## config.mk

```make
export PLATFORM = sky130hd
export DESIGN_NAME = card_read_seq
export DESIGN_NICKNAME = d
export VERILOG_FILES = /design/src/rtl/seq_pkg.sv /design/src/rtl/seq_timer.sv /design/src/rtl/seq_crc4.sv /design/src/rtl/card_read_seq.sv
export SDC_FILE = /design/constraint.sdc
export NUM_CORES = 1
export LEC_CHECK = 0
export ABC_AREA = 1
export BUFFER_PORTS_ARGS = -buffer_cell sky130_fd_sc_hd__buf_2
export CORE_MARGIN = 2
export CORE_UTILIZATION = 55
export CTS_CLUSTER_SIZE = 24
export DETAILED_ROUTE_END_ITERATION = 8
export PLACE_DENSITY = 0.87
export SYNTH_ARGS = -nofsm -noshare
export SYNTH_HDL_FRONTEND = slang
export SYNTH_SLANG_ARGS = --single-unit
```

## constraint.sdc

```tcl
create_clock -name clk -period 3.15 [get_ports clk]
set_input_delay 0 -clock clk [delete_from_list [all_inputs] [get_ports clk]]
set_output_delay 0 -clock clk [all_outputs]
set_load 0.01 [all_outputs]
```

## src/rtl/seq_pkg.sv

```systemverilog
package seq_pkg;
   localparam int OFS_W   = 10;
   localparam int CNT_W   = 11;
   localparam int CMD_W   = 11;
   localparam int REPLY_W = 12;
   localparam int TYPE_W  = 6;
   localparam int MSG_W   = 1 + OFS_W + 8;
   localparam int NB_W    = $clog2(MSG_W + 1);

   localparam logic [TYPE_W-1:0] TYPE_SMALL = 6'h1D;
   localparam logic [TYPE_W-1:0] TYPE_LARGE = 6'h3D;
   localparam logic [6:0]        SETUP_VAL  = 7'h55;
   localparam logic [5:0]        ACK_VAL    = 6'h19;
   localparam logic [3:0]        CRC_POLY   = 4'hC;
   localparam logic [3:0]        CRC_INIT   = 4'h5;

   typedef enum logic [3:0] {
      S_IDLE, S_CHARGE, S_TX_SET, S_SEED, S_RX_TYPE, S_DECODE, S_GAP_ACK,
      S_TX_ACK, S_NEXT, S_STEP, S_GAP_RD, S_TX_RD, S_RX_RD, S_CRC, S_CHECK,
      S_OFF
   } seq_st_t;

   function automatic logic [3:0] crc4_step(input logic [3:0] cur, input logic din);
      logic [3:0] sh;
      sh = {cur[2:0], 1'b0};
      return (cur[3] ^ din) ? (sh ^ CRC_POLY) : sh;
   endfunction
endpackage

```

## src/rtl/seq_timer.sv

```systemverilog
module seq_timer #(
   parameter int TICK_DIV  = 32,
   parameter int GAP_TICKS = 387,
   parameter int WAIT_W    = 20
) (
   input  logic              clk,
   input  logic              rst_n,
   input  logic              load_i,
   input  logic [WAIT_W-1:0] load_val_i,
   output logic              wait_zero_o,
   input  logic              gap_clr_i,
   output logic              gap_ok_o
);
   localparam int GAP_W = $clog2(GAP_TICKS + 1);

   logic [WAIT_W-1:0] wait_q;
   logic [GAP_W-1:0]  gap_q;
   logic              tick;

   always_ff @(posedge clk or negedge rst_n) begin
      if (!rst_n)             wait_q <= '0;
      else if (load_i)        wait_q <= load_val_i;
      else if (wait_q != '0)  wait_q <= wait_q - 1'b1;
   end
   assign wait_zero_o = (wait_q == '0);

   generate
      if (TICK_DIV == 1) begin : g_tick_every
         assign tick = 1'b1;
      end else begin : g_tick_div
         localparam int DIV_W = $clog2(TICK_DIV);
         logic [DIV_W-1:0] div_q;
         always_ff @(posedge clk or negedge rst_n) begin
            if (!rst_n) div_q <= '0;
            else if (gap_clr_i || div_q == DIV_W'(TICK_DIV - 1)) div_q <= '0;
            else div_q <= div_q + 1'b1;
         end
         assign tick = (div_q == DIV_W'(TICK_DIV - 1));
      end
   endgenerate

   always_ff @(posedge clk or negedge rst_n) begin
      if (!rst_n)                                       gap_q <= '0;
      else if (gap_clr_i)                               gap_q <= '0;
      else if (tick && gap_q < GAP_W'(GAP_TICKS))       gap_q <= gap_q + 1'b1;
   end
   assign gap_ok_o = (gap_q >= GAP_W'(GAP_TICKS));
endmodule

```

## src/rtl/seq_crc4.sv

```systemverilog
module seq_crc4
   import seq_pkg::*;
(
   input  logic             clk,
   input  logic             rst_n,
   input  logic             start_i,
   input  logic [MSG_W-1:0] msg_i,
   input  logic [NB_W-1:0]  nbits_i,
   output logic [3:0]       crc_o,
   output logic             valid_o
);
   logic [MSG_W-1:0] sh_q;
   logic [NB_W-1:0]  left_q;
   logic [3:0]       crc_q;
   logic             run_q, valid_q;

   always_ff @(posedge clk or negedge rst_n) begin
      if (!rst_n) begin
         sh_q <= '0; left_q <= '0; crc_q <= CRC_INIT; run_q <= 1'b0; valid_q <= 1'b0;
      end else begin
         valid_q <= 1'b0;
         if (start_i) begin
            sh_q   <= msg_i;
            left_q <= nbits_i;
            crc_q  <= CRC_INIT;
            run_q  <= 1'b1;
         end else if (run_q) begin
            crc_q  <= crc4_step(crc_q, sh_q[MSG_W-1]);
            sh_q   <= {sh_q[MSG_W-2:0], 1'b0};
            left_q <= left_q - 1'b1;
            if (left_q == NB_W'(1)) begin
               run_q   <= 1'b0;
               valid_q <= 1'b1;
            end
         end
      end
   end
   assign crc_o   = crc_q;
   assign valid_o = valid_q;
endmodule

```

## src/rtl/card_read_seq.sv

```systemverilog
module card_read_seq
   import seq_pkg::*;
#(
   parameter int CHARGE_CYC = 48000,
   parameter int OFF_CYC    = 480000,
   parameter int TICK_DIV   = 32,
   parameter int GAP_TICKS  = 387
) (
   input  logic               clk,
   input  logic               rst_n,
   input  logic               start_i,
   input  logic [OFS_W-1:0]   offset_i,
   input  logic [CNT_W-1:0]   count_i,
   output logic               carrier_o,
   output logic               tx_req_o,
   output logic [CMD_W-1:0]   tx_data_o,
   output logic [3:0]         tx_bits_o,
   output logic               tx_plain_o,
   input  logic               tx_done_i,
   output logic               rx_req_o,
   output logic [3:0]         rx_bits_o,
   input  logic [REPLY_W-1:0] rx_data_i,
   input  logic               rx_done_i,
   output logic               ks_load_o,
   output logic [6:0]         ks_seed_o,
   output logic               ks_step_o,
   output logic               wr_en_o,
   output logic [OFS_W-1:0]   wr_addr_o,
   output logic [7:0]         wr_data_o,
   output logic               done_o,
   output logic               err_o,
   output logic [TYPE_W-1:0]  type_o
);
   localparam int LONGEST = (CHARGE_CYC > OFF_CYC) ? CHARGE_CYC : OFF_CYC;
   localparam int WAIT_W  = $clog2(LONGEST + 1);

   generate
      if (TICK_DIV < 1)   begin : g_bad_div    $error("TICK_DIV must be at least 1");   end
      if (GAP_TICKS < 1)  begin : g_bad_gap    $error("GAP_TICKS must be at least 1");  end
      if (CHARGE_CYC < 1) begin : g_bad_charge $error("CHARGE_CYC must be at least 1"); end
      if (OFF_CYC < 1)    begin : g_bad_off    $error("OFF_CYC must be at least 1");    end
   endgenerate

   seq_st_t            st_q;
   logic [OFS_W-1:0]   offs_q;
   logic [CNT_W-1:0]   want_q, nbytes_q, idx_q;
   logic [TYPE_W-1:0]  type_q;
   logic [REPLY_W-1:0] reply_q;
   logic [1:0]         step_q;
   logic               wide_q, bad_q, carrier_q, done_q, err_q;

   logic               tmr_load, wait_zero, gap_ok, gap_clr;
   logic [WAIT_W-1:0]  tmr_val;
   logic               crc_start, crc_valid;
   logic [3:0]         crc_val;
   logic [MSG_W-1:0]   crc_msg;
   logic [NB_W-1:0]    crc_nb;
   logic [OFS_W-1:0]   card_addr;
   logic               type_good, type_wide;
   logic [CNT_W-1:0]   size_sel, room, clip;
   logic               crc_ok;

   assign card_addr = offs_q + idx_q[OFS_W-1:0];
   assign type_good = (type_q == TYPE_SMALL) || (type_q == TYPE_LARGE);
   assign type_wide = (type_q == TYPE_LARGE);
   assign size_sel  = type_wide ? CNT_W'(1024) : CNT_W'(256);
   assign room      = size_sel - CNT_W'(offs_q);
   assign clip      = (CNT_W'(offs_q) >= size_sel) ? '0 :
                      (want_q > room) ? room : want_q;
   assign crc_ok    = (crc_val == reply_q[11:8]);
   assign gap_clr   = tx_done_i || rx_done_i;

   assign crc_start = (st_q == S_RX_RD) && rx_done_i;
   assign crc_msg   = wide_q ? {1'b1, card_addr, rx_data_i[7:0]}
                             : {1'b1, card_addr[7:0], rx_data_i[7:0], 2'b00};
   assign crc_nb    = wide_q ? NB_W'(MSG_W) : NB_W'(MSG_W - 2);

   // timer reload: charge on start, carrier-off hold on every exit path
   always_comb begin
      tmr_load = 1'b0;
      tmr_val  = WAIT_W'(OFF_CYC);
      unique case (st_q)
         S_IDLE:   if (start_i) begin tmr_load = 1'b1; tmr_val = WAIT_W'(CHARGE_CYC); end
         S_DECODE: tmr_load = !type_good;
         S_NEXT:   tmr_load = (idx_q == nbytes_q);
         S_CHECK:  tmr_load = !crc_ok;
         default:  tmr_load = 1'b0;
      endcase
   end

   always_ff @(posedge clk or negedge rst_n) begin
      if (!rst_n) begin
         st_q <= S_IDLE; offs_q <= '0; want_q <= '0; nbytes_q <= '0; idx_q <= '0;
         type_q <= '0; reply_q <= '0; step_q <= '0; wide_q <= 1'b0; bad_q <= 1'b0;
         carrier_q <= 1'b0; done_q <= 1'b0; err_q <= 1'b0;
      end else begin
         unique case (st_q)
            S_IDLE: if (start_i) begin
               offs_q <= offset_i; want_q <= count_i; idx_q <= '0;
               done_q <= 1'b0; err_q <= 1'b0; carrier_q <= 1'b1; st_q <= S_CHARGE;
            end
            S_CHARGE:  if (wait_zero) st_q <= S_TX_SET;
            S_TX_SET:  if (tx_done_i) st_q <= S_SEED;
            S_SEED:    st_q <= S_RX_TYPE;
            S_RX_TYPE: if (rx_done_i) begin type_q <= rx_data_i[TYPE_W-1:0]; st_q <= S_DECODE; end
            S_DECODE:
               if (type_good) begin
                  wide_q <= type_wide; nbytes_q <= clip; st_q <= S_GAP_ACK;
               end else begin
                  bad_q <= 1'b1; carrier_q <= 1'b0; st_q <= S_OFF;
               end
            S_GAP_ACK: if (gap_ok) st_q <= S_TX_ACK;
            S_TX_ACK:  if (tx_done_i) st_q <= S_NEXT;
            S_NEXT:
               if (idx_q == nbytes_q) begin
                  bad_q <= 1'b0; carrier_q <= 1'b0; st_q <= S_OFF;
               end else begin
                  step_q <= '0; st_q <= S_STEP;
               end
            S_STEP: begin
               step_q <= step_q + 1'b1;
               if (step_q == 2'd3) st_q <= S_GAP_RD;
            end
            S_GAP_RD: if (gap_ok) st_q <= S_TX_RD;
            S_TX_RD:  if (tx_done_i) st_q <= S_RX_RD;
            S_RX_RD:  if (rx_done_i) begin reply_q <= rx_data_i; st_q <= S_CRC; end
            S_CRC:    if (crc_valid) st_q <= S_CHECK;
            S_CHECK:
               if (crc_ok) begin
                  idx_q <= idx_q + 1'b1; st_q <= S_NEXT;
               end else begin
                  bad_q <= 1'b1; carrier_q <= 1'b0; st_q <= S_OFF;
               end
            S_OFF: if (wait_zero) begin
               done_q <= !bad_q; err_q <= bad_q; st_q <= S_IDLE;
            end
            default: st_q <= S_IDLE;
         endcase
      end
   end

   always_comb begin
      tx_req_o   = 1'b0;
      tx_data_o  = '0;
      tx_bits_o  = '0;
      tx_plain_o = 1'b0;
      rx_req_o   = 1'b0;
      rx_bits_o  = '0;
      unique case (st_q)
         S_TX_SET: begin
            tx_req_o = 1'b1; tx_data_o = CMD_W'(SETUP_VAL); tx_bits_o = 4'd7; tx_plain_o = 1'b1;
         end
         S_TX_ACK: begin
            tx_req_o = 1'b1; tx_data_o = CMD_W'(ACK_VAL); tx_bits_o = 4'd6;
         end
         S_TX_RD: begin
            tx_req_o  = 1'b1;
            tx_data_o = wide_q ? {card_addr, 1'b1} : {2'b00, card_addr[7:0], 1'b1};
            tx_bits_o = wide_q ? 4'd11 : 4'd9;
         end
         S_RX_TYPE: begin rx_req_o = 1'b1; rx_bits_o = 4'd6;  end
         S_RX_RD:   begin rx_req_o = 1'b1; rx_bits_o = 4'd12; end
         default: ;
      endcase
   end

   assign ks_load_o = (st_q == S_SEED);
   assign ks_seed_o = SETUP_VAL;
   assign ks_step_o = (st_q == S_STEP) || (st_q == S_DECODE && type_good);
   assign wr_en_o   = (st_q == S_CHECK) && crc_ok;
   assign wr_addr_o = idx_q[OFS_W-1:0];
   assign wr_data_o = reply_q[7:0];
   assign carrier_o = carrier_q;
   assign done_o    = done_q;
   assign err_o     = err_q;
   assign type_o    = type_q;

   seq_timer #(.TICK_DIV(TICK_DIV), .GAP_TICKS(GAP_TICKS), .WAIT_W(WAIT_W)) i_timer (
      .clk(clk), .rst_n(rst_n), .load_i(tmr_load), .load_val_i(tmr_val),
      .wait_zero_o(wait_zero), .gap_clr_i(gap_clr), .gap_ok_o(gap_ok));

   seq_crc4 i_crc (
      .clk(clk), .rst_n(rst_n), .start_i(crc_start), .msg_i(crc_msg), .nbits_i(crc_nb),
      .crc_o(crc_val), .valid_o(crc_valid));
endmodule

```

==> results.md <==
- After detailed routing, the average wire length per cell comes to 14.8 um.
- The flip-flop and latch count after synthesis is approximately 140.
- The total wire length after detailed routing is approximately 21,000 um.
- Yosys mapped a number of flops with a built-in enable equal to 0.
- In the global route stage, overall resource usage came out at 26.7%.
- The multi-input logic area is approximately 4100 um2.
- After global routing the overflow that remains totals 0.
- Clock tree synthesis selected as its root buffer the cell clkbuf_16.
- The maximum clock path buffer count is 2.
- The number of clock sinks seen by CTS is about 140.
- The worst vdd rail ir drop is 0.370 mV.
- The first detailed-routing pass took 5 iterations.
- The highest clock frequency the design can meet is ~320 MHz.
- After detailed placement, the design holds a cell count of between 1,000 and 1,500.
- The clock reaches the later pin of the worst-skew pair after between 0.4 and 0.5 ns.
- After floorplanning, the core was divided into between 40 and 50 placement rows.
- The biggest area contributor in the post-synthesis netlist is dfrtp_1.
- The setup skew after layout is 0.0117 ns.
- The setup path with the least slack is of type reg -> reg.
- The share of synthesized flip-flops with an asynchronous set or reset is 100%.
- The die span in x is 127 um.
- The number of global-route vias before repair is just over 7,000.
- The antenna cell count is 0.
- The layout overhead on the synthesized area is 17.6%.
- The H-tree generated during clock tree synthesis spans 4 levels.
- Hold timing on the final database bottoms out at a slack of 0.0228 ns.
- Yosys printed 0 warnings.
- The final estimated routing congestion in global placement is around 0.91.
- The count of placed standard cells in the final layout, fillers left out is about 1,400.
- Measured along the y axis, the die boundary spans 127 um.
- The wire length of the first global-routing pass is between 30,000 and 40,000 um.
- Summing every instance area after synthesis gives roughly 8300 um2.
- The analysis attributes to net switching a power of approximately 0.80 mW.
- After detailed routing, the number of remaining DRC violations is 0.
- Yosys attributes the largest share of cell area to dfrtp_1 40%, nand2_1 15%, inv_1 6.7%, o21ai_0 4.8%, ha_1 4.5%.
- In this run the worst path has a maximum fanout of 5.
- For this design the static power due to leakage is 5.24 nW.
- TritonCTS built the clock tree.
- Cells with a size suffix above 1 make up approximately 16% of the layout.
- Across all layers, the routed design uses 7,831 vias.
- The flow ran to the end, and the final reports show no timing, DRC or antenna violations.
- Summing internal, switching and leakage power gives around 3.7 mW.
- The class of the most critical hold timing path is in -> reg.
- After the first detailed-routing iteration, the DRC count stood at about 750.
- The count of pins on the block boundary is between 90 and 100.
- The worst setup path is launched from a register.
- The distinct cell type count after synthesis is 47.
- The startpoint of the most critical setup path is type_o[1].
- The number of nets in the finished design is 1,301.
- STA classifies the critical path endpoint as a register.
- The share of total power in sequential cells is between 40% and 50%.
- The detail route stage leaves a number of antenna-violating nets equal to 0.
- After filler insertion, the fill cell instance count of the layout stands at ~1,200.
- The clock share of power is around half.
- Cells fill around two thirds of the core in the end.
- The reg-to-reg startpoint is type_o[1].
- The data required time at the worst endpoint is ~3.5 ns.
- The power density of the placed cells is 383 nW/um2.
- The total of max-cap violations is 0.
- The final count of hold timing violations came to 0.
- The fraction of post-synthesis cell area in the top cell type by area is roughly 40%.
- The post-route fraction of the period consumed by the critical path is between 90% and 100%.
- Each instance of the synthesized netlist takes up on average ~7.4 um2.
- Clock-pin slew was measured on the worst setup and hold paths at approximately 0.06 ns.
- For the final routed database, the setup TNS stands at 0 ns.
- Dividing the detail-routed via count by the number of cells gives 5.48.
- Entering global routing, the biggest net connects 117 pins.
- The core box area is 14,600 um2.
- The source of the worst hold timing path is rx_done_i.
- The data arrival time of the worst path is 3.47 ns.
- Internal power comes to roughly 2.9 mW.
- The main flop type after synthesis is dfrtp_1.
- The final number of setup-violating endpoints is 0.
- The actual slew at the worst max-slew pin is 1.04 ns.
- The initial standard-cell utilization of the core is a little under three fifths.
- Net switching is between 20% and 30% of the power.
- The final period demand of the worst path is 3.11 ns.
- For this run, the register share of the synthesized area comes to 40.7%.
- The die covers 16,100 um2.
- Combinational logic is responsible for 3.2% of the overall power.
- Synthesis produced approximately 1,100 cells.
- Detailed placement ended at an HPWL of roughly 14,000 um.
- The number of antenna violations at the first check in global routing is 0.
- Summing all flip-flop and latch instances after layout gives around 3400 um2.
- Counting the buffers created by CTS gives 17.
- Headroom to the max-slew limit came out at a little under a third.
- The max-slew violation total from the final report is 0.
- Port buffering added between 80 and 90 buffers.
per-layer routing:
layer  share of wire [%]  vias to the layer above  track usage, %
met4                 3.4                        0            11.2
met1                  43                     3665            34.6
met5                   0                        -               0
met2                  47                      320            43.4
met3                 6.6                       75            6.16
li1                    -                     3771               -
logic make-up after synthesis:
logic type,Yosys count,synth area share (%)
and+or+nand+nor,547,28.5
AOI/OAI and AO/OA,162,11.1
buffers and inverters,210,11.3
DFF,135,40.7
other,2,0.0905
xor gates and xnor gates,33,3.48
adders and majority gates,31,4.76
cell usage after synthesis, types with 7 or more instances:
library cell	instances
xnor2_1	9
nor2_1	94
xor2_1	24
nand4_1	14
dfrtp_1	133
buf_4	29
o21ai_0	79
buf_2	9
nand2_2	9
inv_2	10
o31ai_1	7
a21oi_1	38
o221ai_1	9
nand2_1	325
clkbuf_1	9
nand3_1	66
ha_1	30
inv_1	149
nor3_1	9
through the flow:
step	setup slack (ns)	instance area, um2
finish	0.0425	9770
global route	-0.0976	9770
CTS	0.0906	9650
detailed placement	0.0350	8740
global placement	0.143	8740
floorplan	0.183	8320
cell usage in the layout (no fill, tap or decap), drive strengths merged, types with 2 or more instances in the layout:
cell / synthesis / layout
clkinv: 1 / 7
nand2: 336 / 337
o21a: 4 / 4
xor2: 24 / 24
o221ai: 9 / 9
o22ai: 5 / 5
nand3b: 5 / 5
o21ai: 83 / 83
nor2: 103 / 103
clkbuf: 9 / 22
nor3: 10 / 10
a31oi: 2 / 2
conb: 2 / 8
a21oi: 42 / 42
a22oi: 4 / 4
dfstp: 2 / 2
and2: 2 / 2
nand4: 15 / 15
clkinvlp: 0 / 2
o211ai: 2 / 2
xnor2: 9 / 9
ha: 30 / 30
or2: 2 / 2
dlygate4sd3: 0 / 35
dfrtp: 133 / 133
inv: 159 / 159
buf: 41 / 101
o31ai: 7 / 7
nand3: 73 / 73
power by group through the flow:
stage / clock [mW] / sequential, mW / combinational, mW
after global routing: 1.98 / 1.74 / 0.136
after global placement: 0 / 1.77 / 0.0867
after detailed placement: 0 / 1.77 / 0.0871
after CTS: 1.90 / 1.74 / 0.121
final: 1.88 / 1.74 / 0.121
after floorplan: 0 / 1.77 / 0.0275
state kept, by name, indices dropped and copies added, names as in the netlist, 4 cells and up:
signal and count:
i_crc.sh_q 19, i_timer.wait_q 19, reply_q 12, idx_q 11, nbytes_q 11, want_q 11
offs_q 10, i_timer.gap_q 9, type_o 6, i_crc.left_q 5, i_timer.g_tick_div.div_q 5, i_crc.crc_o 4
st_q 4
worst paths after layout:
| kind | end | slack [ns] | cells after the start |
|---|---|---|---|
| setup / recovery | nbytes_q[0] | 0.04 | 21 |
| hold / removal | i_timer.gap_q[4] | 0.02 | 4 |
| setup reg to reg | nbytes_q[0] | 0.04 | 21 |
| hold reg to reg | carrier_o | 0.47 | 2 |
| max in group asynchronous | i_timer.g_tick_div.div_q[1] | 2.03 | 3 |
| min in group asynchronous | reply_q[6] | 0.31 | 2 |
cell type report:
type	instances	share of cell area [%]
clock inverter	9	0.769
clock buffer	22	4.96
multi-input combinational	782	41.8
tap	184	2.36
timing repair buffer	136	9.24
sequential	135	34.6
inverter	160	6.23
worst max-delay path: stages, from the launching register on:
cell and delay [ns]:
dfrtp_1 0.38, inv_1 0.06, nand2_1 0.05, nor3_2 0.21, nand2_1 0.12, ha_1 0.32
nand2_1 0.08, inv_2 0.05, nand2_1 0.08, inv_1 0.04, nor2_1 0.22, inv_1 0.08
ha_1 0.31, nand4_1 0.17, inv_2 0.11, nand4_1 0.22, buf_4 0.24, nand2_4 0.08
nand2_1 0.07, nand2_1 0.07, nand2_1 0.05, nand2_1 0.05
what timing repair did:
item / in CTS / in global routing
hold endpoints to repair: 163 / 0
buffers inserted: 0 / 4
resized for setup: 1 / 20
cloned: 0 / 1
pin swaps: 0 / 9
hold buffers: 35 / 0
setup endpoints to repair: 2 / 11
No activity file was read; power rests on OpenSTA's default activity.
